$ cat src/rtl/mcsr_pkg.sv
package mcsr_pkg;

    localparam int XW       = 64;
    localparam int FLAG_W   = 26;
    localparam int C_POS    = 2;

    localparam logic [11:0] A_STATUS  = 12'h300;
    localparam logic [11:0] A_ISA     = 12'h301;
    localparam logic [11:0] A_MCNTEN  = 12'h306;
    localparam logic [11:0] A_SCNTEN  = 12'h106;
    localparam logic [11:0] A_MEPC    = 12'h341;
    localparam logic [11:0] A_SEPC    = 12'h141;
    localparam logic [11:0] A_VENDOR  = 12'hF11;
    localparam logic [11:0] A_ARCH    = 12'hF12;
    localparam logic [11:0] A_IMPL    = 12'hF13;

    // letters I M A F D C plus privilege flags S U
    localparam logic [FLAG_W-1:0] FLAGS_RESET =
        (FLAG_W'(1) << 8)  | (FLAG_W'(1) << 12) | (FLAG_W'(1) << 0) |
        (FLAG_W'(1) << 5)  | (FLAG_W'(1) << 3)  | (FLAG_W'(1) << C_POS) |
        (FLAG_W'(1) << 18) | (FLAG_W'(1) << 20);

    localparam logic [1:0] FS_INITIAL = 2'd1;

    typedef struct packed {
        logic [1:0]        mxl;
        logic [FLAG_W-1:0] flags;
    } ext_t;

    // Guard: refuse to drop C while the following fetch is not 8-byte aligned
    function automatic logic [FLAG_W-1:0] guard_flags(
        input logic [FLAG_W-1:0] cur,
        input logic [FLAG_W-1:0] req,
        input logic [2:0]        npc_low
    );
        logic [FLAG_W-1:0] res;
        res = req;
        if (!req[C_POS] && (npc_low != 3'b000))
            res[C_POS] = cur[C_POS];
        return res;
    endfunction

    // Exception-PC view depends on the live C flag
    function automatic logic [XW-1:0] epc_view(
        input logic [XW-1:0] stored,
        input logic          c_on
    );
        logic [XW-1:0] keep;
        keep = c_on ? ~XW'(1) : ~XW'(3);
        return stored & keep;
    endfunction

endpackage

$ cat src/rtl/mcsr_ext_reg.sv
module mcsr_ext_reg
    import mcsr_pkg::*;
#(
    parameter bit RV64 = 1'b1
) (
    input  logic          clk,
    input  logic          rst,
    input  logic          wr_en,
    input  logic [XW-1:0] wdata,
    input  logic [2:0]    npc_low,
    output logic [XW-1:0] rd_value,
    output logic          c_on
);
    localparam logic [1:0] MXL_RESET = RV64 ? 2'd2 : 2'd1;

    ext_t       cur;
    logic [1:0] mxl_req;

    generate
        if (RV64) begin : g_wide
            assign mxl_req  = wdata[63:62];
            assign rd_value = {cur.mxl, 36'b0, cur.flags};
        end else begin : g_narrow
            assign mxl_req  = wdata[31:30];
            assign rd_value = {32'b0, cur.mxl, 4'b0, cur.flags};
        end
    endgenerate

    always_ff @(posedge clk) begin
        if (rst) begin
            cur.mxl   <= MXL_RESET;
            cur.flags <= FLAGS_RESET;
        end else if (wr_en) begin
            cur.mxl   <= mxl_req;
            cur.flags <= guard_flags(cur.flags, wdata[FLAG_W-1:0], npc_low);
        end
    end

    assign c_on = cur.flags[C_POS];
endmodule

$ cat src/rtl/mcsr_status_fields.sv
module mcsr_status_fields
    import mcsr_pkg::*;
#(
    parameter bit RV64 = 1'b1
) (
    input  logic          clk,
    input  logic          rst,
    input  logic          wr_en,
    input  logic [XW-1:0] wdata,
    output logic [XW-1:0] rd_value
);
    localparam logic [1:0] XL_FIXED = RV64 ? 2'd2 : 2'd0;

    logic [1:0] fs_q;

    always_ff @(posedge clk) begin
        if (rst)        fs_q <= FS_INITIAL;
        else if (wr_en) fs_q <= wdata[14:13];
    end

    assign rd_value = {28'b0, XL_FIXED, XL_FIXED, 17'b0, fs_q, 13'b0};
endmodule

$ cat src/rtl/mcsr_counten.sv
module mcsr_counten
    import mcsr_pkg::*;
#(
    parameter int           W         = 32,
    parameter logic [W-1:0] RESET_VAL = W'(7)
) (
    input  logic          clk,
    input  logic          rst,
    input  logic          wr_en,
    input  logic [XW-1:0] wdata,
    output logic [XW-1:0] rd_value
);
    logic [W-1:0] q;

    always_ff @(posedge clk) begin
        if (rst)        q <= RESET_VAL;
        else if (wr_en) q <= wdata[W-1:0];
    end

    assign rd_value = {{(XW-W){1'b0}}, q};
endmodule

$ cat src/rtl/mcsr_epc_bank.sv
module mcsr_epc_bank
    import mcsr_pkg::*;
#(
    parameter int NUM = 2
) (
    input  logic           clk,
    input  logic           rst,
    input  logic [NUM-1:0] wr_sel,
    input  logic [XW-1:0]  wdata,
    input  logic           c_on,
    input  logic [((NUM>1)?$clog2(NUM):1)-1:0] rd_idx,
    output logic [XW-1:0]  rd_value
);
    logic [XW-1:0] slot [NUM];

    generate
        for (genvar i = 0; i < NUM; i++) begin : g_slot
            always_ff @(posedge clk) begin
                if (rst)            slot[i] <= '0;
                else if (wr_sel[i]) slot[i] <= wdata;
            end
        end
    endgenerate

    assign rd_value = epc_view(slot[rd_idx], c_on);
endmodule

$ cat src/rtl/mcsr_unit.sv
module mcsr_unit
    import mcsr_pkg::*;
#(
    parameter bit RV64 = 1'b1
) (
    input  logic          clk,
    input  logic          rst,
    input  logic [11:0]   csr_addr,
    input  logic [63:0]   csr_wdata,
    input  logic          csr_we,
    input  logic [63:0]   next_pc,
    output logic [63:0]   csr_rdata
);
    localparam int NEPC = 2;   // slot 0 machine, slot 1 supervisor

    logic [XW-1:0] isa_rd, st_rd, mc_rd, sc_rd, epc_rd;
    logic          c_enabled;
    logic          hit_isa, hit_st, hit_mc, hit_sc;
    logic [NEPC-1:0] hit_epc;
    logic [0:0]    epc_idx;

    assign hit_isa    = csr_addr == A_ISA;
    assign hit_st     = csr_addr == A_STATUS;
    assign hit_mc     = csr_addr == A_MCNTEN;
    assign hit_sc     = csr_addr == A_SCNTEN;
    assign hit_epc[0] = csr_addr == A_MEPC;
    assign hit_epc[1] = csr_addr == A_SEPC;
    assign epc_idx    = hit_epc[1];

    mcsr_ext_reg #(.RV64(RV64)) u_ext (
        .clk(clk), .rst(rst), .wr_en(csr_we && hit_isa), .wdata(csr_wdata),
        .npc_low(next_pc[2:0]), .rd_value(isa_rd), .c_on(c_enabled)
    );

    mcsr_status_fields #(.RV64(RV64)) u_status (
        .clk(clk), .rst(rst), .wr_en(csr_we && hit_st), .wdata(csr_wdata),
        .rd_value(st_rd)
    );

    mcsr_counten #(.W(32), .RESET_VAL(32'h7)) u_mcnt (
        .clk(clk), .rst(rst), .wr_en(csr_we && hit_mc), .wdata(csr_wdata),
        .rd_value(mc_rd)
    );

    mcsr_counten #(.W(32), .RESET_VAL(32'h7)) u_scnt (
        .clk(clk), .rst(rst), .wr_en(csr_we && hit_sc), .wdata(csr_wdata),
        .rd_value(sc_rd)
    );

    mcsr_epc_bank #(.NUM(NEPC)) u_epc (
        .clk(clk), .rst(rst), .wr_sel(hit_epc & {NEPC{csr_we}}),
        .wdata(csr_wdata), .c_on(c_enabled), .rd_idx(epc_idx),
        .rd_value(epc_rd)
    );

    always_comb begin
        case (csr_addr)
            A_ISA:            csr_rdata = isa_rd;
            A_STATUS:         csr_rdata = st_rd;
            A_MCNTEN:         csr_rdata = mc_rd;
            A_SCNTEN:         csr_rdata = sc_rd;
            A_MEPC, A_SEPC:   csr_rdata = epc_rd;
            default:          csr_rdata = '0;  // identity regs and unassigned
        endcase
    end
endmodule

$ cat config.mk
export PLATFORM = sky130hd
export DESIGN_NAME = mcsr_unit
export DESIGN_NICKNAME = d
export VERILOG_FILES = /design/src/rtl/mcsr_pkg.sv /design/src/rtl/mcsr_ext_reg.sv /design/src/rtl/mcsr_status_fields.sv /design/src/rtl/mcsr_counten.sv /design/src/rtl/mcsr_epc_bank.sv /design/src/rtl/mcsr_unit.sv
export SDC_FILE = /design/constraint.sdc
export NUM_CORES = 1
export LEC_CHECK = 0
export ABC_AREA = 1
export BUFFER_PORTS_ARGS = -buffer_cell sky130_fd_sc_hd__buf_2
export CAP_MARGIN = 15
export CORE_MARGIN = 2
export CORE_UTILIZATION = 50
export DETAILED_ROUTE_END_ITERATION = 12
export PLACE_DENSITY = 0.76
export REMOVE_ABC_BUFFERS = 1
export SYNTH_ARGS = -nofsm -noshare
export SYNTH_HDL_FRONTEND = slang
export SYNTH_SLANG_ARGS = --single-unit
$ cat constraint.sdc
create_clock -name clk -period 5.45 [get_ports clk]
set_clock_uncertainty 0.1 [all_clocks]
set_input_delay 0.2725 -clock clk [delete_from_list [all_inputs] [get_ports clk]]
set_output_delay 0.2725 -clock clk [all_outputs]
set_load 0.005 [all_outputs]
Word-level counts from Yosys, hierarchy flattened. Memory sizes are Yosys's and may differ from the RTL's. Cells that the tools add are included.

Equal/unequal tests: 6. Multiplexer cells: 12. Bitwise gates (word level): 5. Reduce and logical (&&, ||, !) cells: 9.

Operator list (number): case mux 64 bit (5 select lines) (1); two-way mux 64 bit (2); bitwise AND 64 bit (1); equality test 12 x 10 -> 1 bit, second input constant (4); equality test 12 x 9 -> 1 bit, second input constant (2); two-way mux 1 bit (8); logical AND 1 bit (5); nonzero test 3 bit (1); bitwise AND 2 bit (1); two-way mux 2 bit (1); OR 1 bit (2); AND reduction 2 bit (1); OR reduction 2 bit (1); logical NOT 1 bit (1); inverter 1 bit (1).

Flip-flop bits (word level): 94. Bits in writable memories: 128. Input port bits: 143. Output and inout port bits: 64. Word-level logic and storage cells: 39. Memories: 1.

Memory list: u_epc.slot (words 2, bits a word 64, read ports 1, clocked after Yosys merged registers in 0, wr ports 2, line mcsr_epc_bank.sv:14) `logic [XW-1:0] slot [NUM];`.

Logic depth before layout (Yosys ltp).
Word-level depth: 6. Mapped depth: 10. Gate-level depth less buffers: 8.

Modules after synthesis. From an unflattened synthesis, not the netlist that was laid out.

Cells, all modules: 1927. Area, all modules: 13608.1 um2.

Modules (own cells, without submodules): mcsr_epc_bank (instances 1, cells each 539, area each 5569.1 um2, sequential area each 3783.6 um2); mcsr_counten (instances 2, cells each 231, area each 1567.8 um2, sequential area each 640.6 um2); mcsr_unit (instances 1, cells each 688, area each 3049.2 um2, sequential area each 0.0 um2); mcsr_ext_reg (instances 1, cells each 162, area each 1302.5 um2, sequential area each 560.5 um2); mcsr_status_fields (instances 1, cells each 76, area each 551.8 um2, sequential area each 40.0 um2).

Worst setup path after synthesis. Ideal clock, no wire load.

Kind: input to register. Start point: input csr_addr[3]. End point: memory u_epc.slot[0][10] (enable). Setup time: 0.571 ns. Arrival time: 5.331 ns. Data required time: 4.779 ns. Setup slack: -0.552 ns. Stages: 6. Buffers on the path: 1. Path through: nor2_1 nand2_1 nor2_2 buf_2 nand2_1 o21ai_0.

RTL lines: from (decl) (line mcsr_unit.sv:8) `input logic [11:0] csr_addr,`; to (decl) (line mcsr_epc_bank.sv:14).

Final worst setup path.
Start point: input csr_addr[9]. End point: output csr_rdata[21].

Longest elaborated chain between the ends: 4. Elaborated cells between the ends (all ways): 10. Those cells by class: 6 x eq/ne; 1 x mux; 1 x bitwise; 1 x reduce/logical; 1 x memory.

Ends and longest elaborated chain: equality test 12 x 9 -> 1 bit (line mcsr_unit.sv:27, mcsr_unit.sv:57); memory read (2 x 64 bit); bitwise AND 64 bit (line mcsr_pkg.sv:50) `return stored & keep;`; case mux 64 bit (5 select lines) (*) (line mcsr_unit.sv:57) `case (csr_addr)`; to (decl) (line mcsr_unit.sv:12) `output logic [63:0] csr_rdata`.

Mark *: on every way between the ends. The rest lies on a longest branch, timed or not.

==> flow_summary.yaml <==
run_status:
  status: "completed"
route:
  dr_wl_met3_um: 2010
  vias_per_cell: 5.02
  top_layer_used: "met4"
  ant_nets: 0
  wl_um: 27000
  met2_length_um: 12900
  drtIter0Drc: 839
  drcViolationCount: 0
  wl_per_cell_um: 14.8
  dr_total_vias: 9163
  firstDrtPassIters: 7
  wl_met1_um: 11400
cells_and_area:
  design_area_um2: 12600
  fin_util_pct: 60.4
  drive_above_1_share_pct: 14.5
  stdcell_count: 1825
  layout.nets: 1676
  area_delta_synth_final_pct: 19.1
  nFillCells: 1820
worst_hold_path:
  min_path_type: "primary input to flop"
pwr:
  p_leak_nw: 6.29
  clkPwrFrac_pct: 41.6
  combPwrFrac_pct: 5.2
  internal_power_mw: 2.66
  p_sw_uw: 747
  p_seq_share_pct: 53.2
  peakVddDrop_uv: 192
  p_per_area_nw_per_um2: 270
  switching_share_pct: 21.9
floorplanning:
  die_w_um: 150
  die_area_um2: 22400
  die_h_um: 150
  core_area_um2: 20900
  start_util_pct: 50.7
  rows: 53
  ios: 207
setup_path:
  endpoint_kind: "primary output"
  r2r_start: "u_mcnt.q[13]$_SDFFE_PP0P_"
  cp-endpoint: "csr_rdata[21]"
  worst-path-max-fanout: 38
  worst_path_most_repeated_cell: "nand2_1"
  startpoint_type: "primary input"
  crit_start: "csr_addr[9]"
  crit_type: "primary input to primary output"
  slowest_stage: "nor2_4"
  r2r_end: "u_mcnt.q[13]$_SDFFE_PP0P_"
  crit_required_ns: 5.08
  critPathMaxStageDelay_ns: 0.72
  path_cells: "buf_2 > inv_2 > nand2_1 > nor2_4 > buf_4 > buf_4 > nand3_1 > nand2_1 > nor2_1 > nand2_1 > buf_2"
  r2r_setup_slack_ns: 4.65
  reg2regPathDepth: 4
  cp.arrival_ns: 3.36
yosys:
  yosysMostFrequentCell: "nor2_1"
  netlist_area_um2: 10600
  ys_seq_area_share_pct: 53.5
  yosys_most_used_dff: "edfxtp_1"
  ys_top_cells_by_area: "edfxtp_1 36%, dfxtp_1 18%, nor2_1 14%, nand2_1 10%, inv_1 7.1%"
  synth-edff-count: 126
  ys_types: 26
  synth_area_leader_cell: "edfxtp_1"
  synth.avg_cell_area_um2: 7.71
  netlist_instances: 1373
  netlist.area_leader.share_pct: 35.7
  yosys_warnings: 0
  ys_async_sr_fraction_pct: 0
  synth.ff_latch_count: 220
  synth_top_cells_by_count: "398 x nor2_1, 294 x nand2_1, 199 x inv_1, 126 x edfxtp_1, 94 x dfxtp_1"
global_route:
  grt_pass1_wl_um: 42100
  track_usage_pct: 23.5
  grt_pass1_vias: 8616
  grt_max_degree: 93
  antenna_found_initial: 0
  grt-ovfl-total: 0
timing:
  drv_slew: 0
  maxSlewHeadroom_pct: 25.6
  fin_crit_sh_pct: 68.5
  period_needed_ns: 3.73
  setup_viol: 0
  worst_pin_slew_ns: 1.12
  clock.fmax_mhz: 268
  rsz0062_at_grt: "no"
  hold_viol_final: 0
  holdWs_ns: 0.0103
placed_design:
  dp_hpwl_um: 15200
  io_buffers: 145
  placed_cells: 1729
  place_area_um2: 11400
  gp_congestion: 0.763
clock_network:
  h-tree-depth: 1
  clk_latency_ns: 0.49
  clock_sinks: 220
  cts_tree: "done"
  cts_buffer_depth: 3
  cts_root_buf: "clkbuf_16"
  clk_pin_slew_ns: 0.06
  cts_made_buffers: 23
run:
  drv_cap: 0
-- layout make-up --
cell class                 instances  area (um^2)  area share (%)
antenna                            1         2.50          0.0198
clock buffer                      28          614            4.87
clock inverter                    13         57.6           0.456
inverter                         204          767            6.08
multi-input combinational        871         3790            30.1
sequential                       220         5670            44.9
tap                              275          344            2.73
timing repair buffer             213         1370            10.9
-- flip-flops by register name, indices dropped and copies added, names as in the netlist --
signal	count
u_mcnt.q	32
u_ext.rd_value	27
u_epc.slot	126
u_ext.c_on	1
u_scnt.q	32
u_status.fs_q	2
-- per-layer routing --
layer | vias up | global-route usage, %
met5 | - | 0
met4 | 0 | 7.43
met3 | 52 | 2.99
met2 | 327 | 40.2
met1 | 4236 | 31.2
li1 | 4548 | -
-- cells in the final DEF (no fill, tap or decap), types with 2 or more instances in the layout --
master	count
nand2_1	294
edfxtp_1	126
nor2_1	398
o21ai_4	2
inv_2	4
clkbuf_8	2
nor2_2	2
buf_2	145
o2111ai_1	28
nand4_4	2
clkinv_1	6
nor2_4	6
nor3_2	10
nand4_1	2
nand3_1	86
nor3_1	18
buf_4	14
o211ai_1	4
clkbuf_16	23
dfxtp_1	94
nand3_2	3
inv_1	199
o21ai_0	11
clkinv_2	8
nand2_2	2
clkbuf_1	3
dlygate4sd3_1	54
-- power by group through the flow --
stage                     Combinational [mW]  Clock, mW  Sequential (mW)
after CTS                              0.175       1.43             1.81
after global placement                 0.141          0             1.84
after floorplan                       0.0649          0             1.85
after detailed placement               0.143          0             1.85
final                                  0.176       1.42             1.81
after global routing                   0.192       1.50             1.82
-- worst min path at each step --
stage,start,end,slack [ns],cells past startpoint
floorplan,csr_wdata[0],u_ext.rd_value[0]$_SDFFE_PP1P_,0.29,2
global placement,u_status.fs_q[0]$_SDFFE_PP1P_,u_status.fs_q[0]$_SDFFE_PP1P_,0.34,2
detailed placement,u_status.fs_q[0]$_SDFFE_PP1P_,u_status.fs_q[0]$_SDFFE_PP1P_,0.35,2
CTS,csr_wdata[56],u_epc.slot[1][56]$_SDFFCE_PN0P_,0.001,3
global route,csr_wdata[56],u_epc.slot[1][56]$_SDFFCE_PN0P_,0.02,3
finish,csr_wdata[37],u_epc.slot[0][37]$_SDFFCE_PN0P_,0.01,3
-- worst max-delay path, delay by kind of cell --
family                 cells  cell delay [ns]
buffers and inverters      5             1.77
and+or+nand+nor            6             1.28
-- cell families after synthesis --
group / Yosys count / share of synthesized area (%)
DFF: 220 / 53.5
AOI/OAI and AO/OA: 45 / 3.21
buffers and inverters: 282 / 11.3
and+or+nand+nor: 826 / 32.0
-- repair_timing --
item	CTS	global route
resized for setup	0	0
buffers inserted	0	0
endpoints found under the setup margin	0	0
hold buffers	54	0
endpoints found under the hold margin	121	0
-- stage by stage --
step | TNS [ns] | power, mW | setup slack [ns]
4_1_cts | 0 | 3.42 | 1.73
2_1_floorplan | -88.83 | 1.91 | -1.04
5_1_grt | 0 | 3.50 | 1.54
3_5_place_dp | 0 | 1.99 | 1.72
6_report | 0 | 3.40 | 1.72
3_3_place_gp | 0 | 1.98 | 1.71
Power figures use the tool's default switching activity.
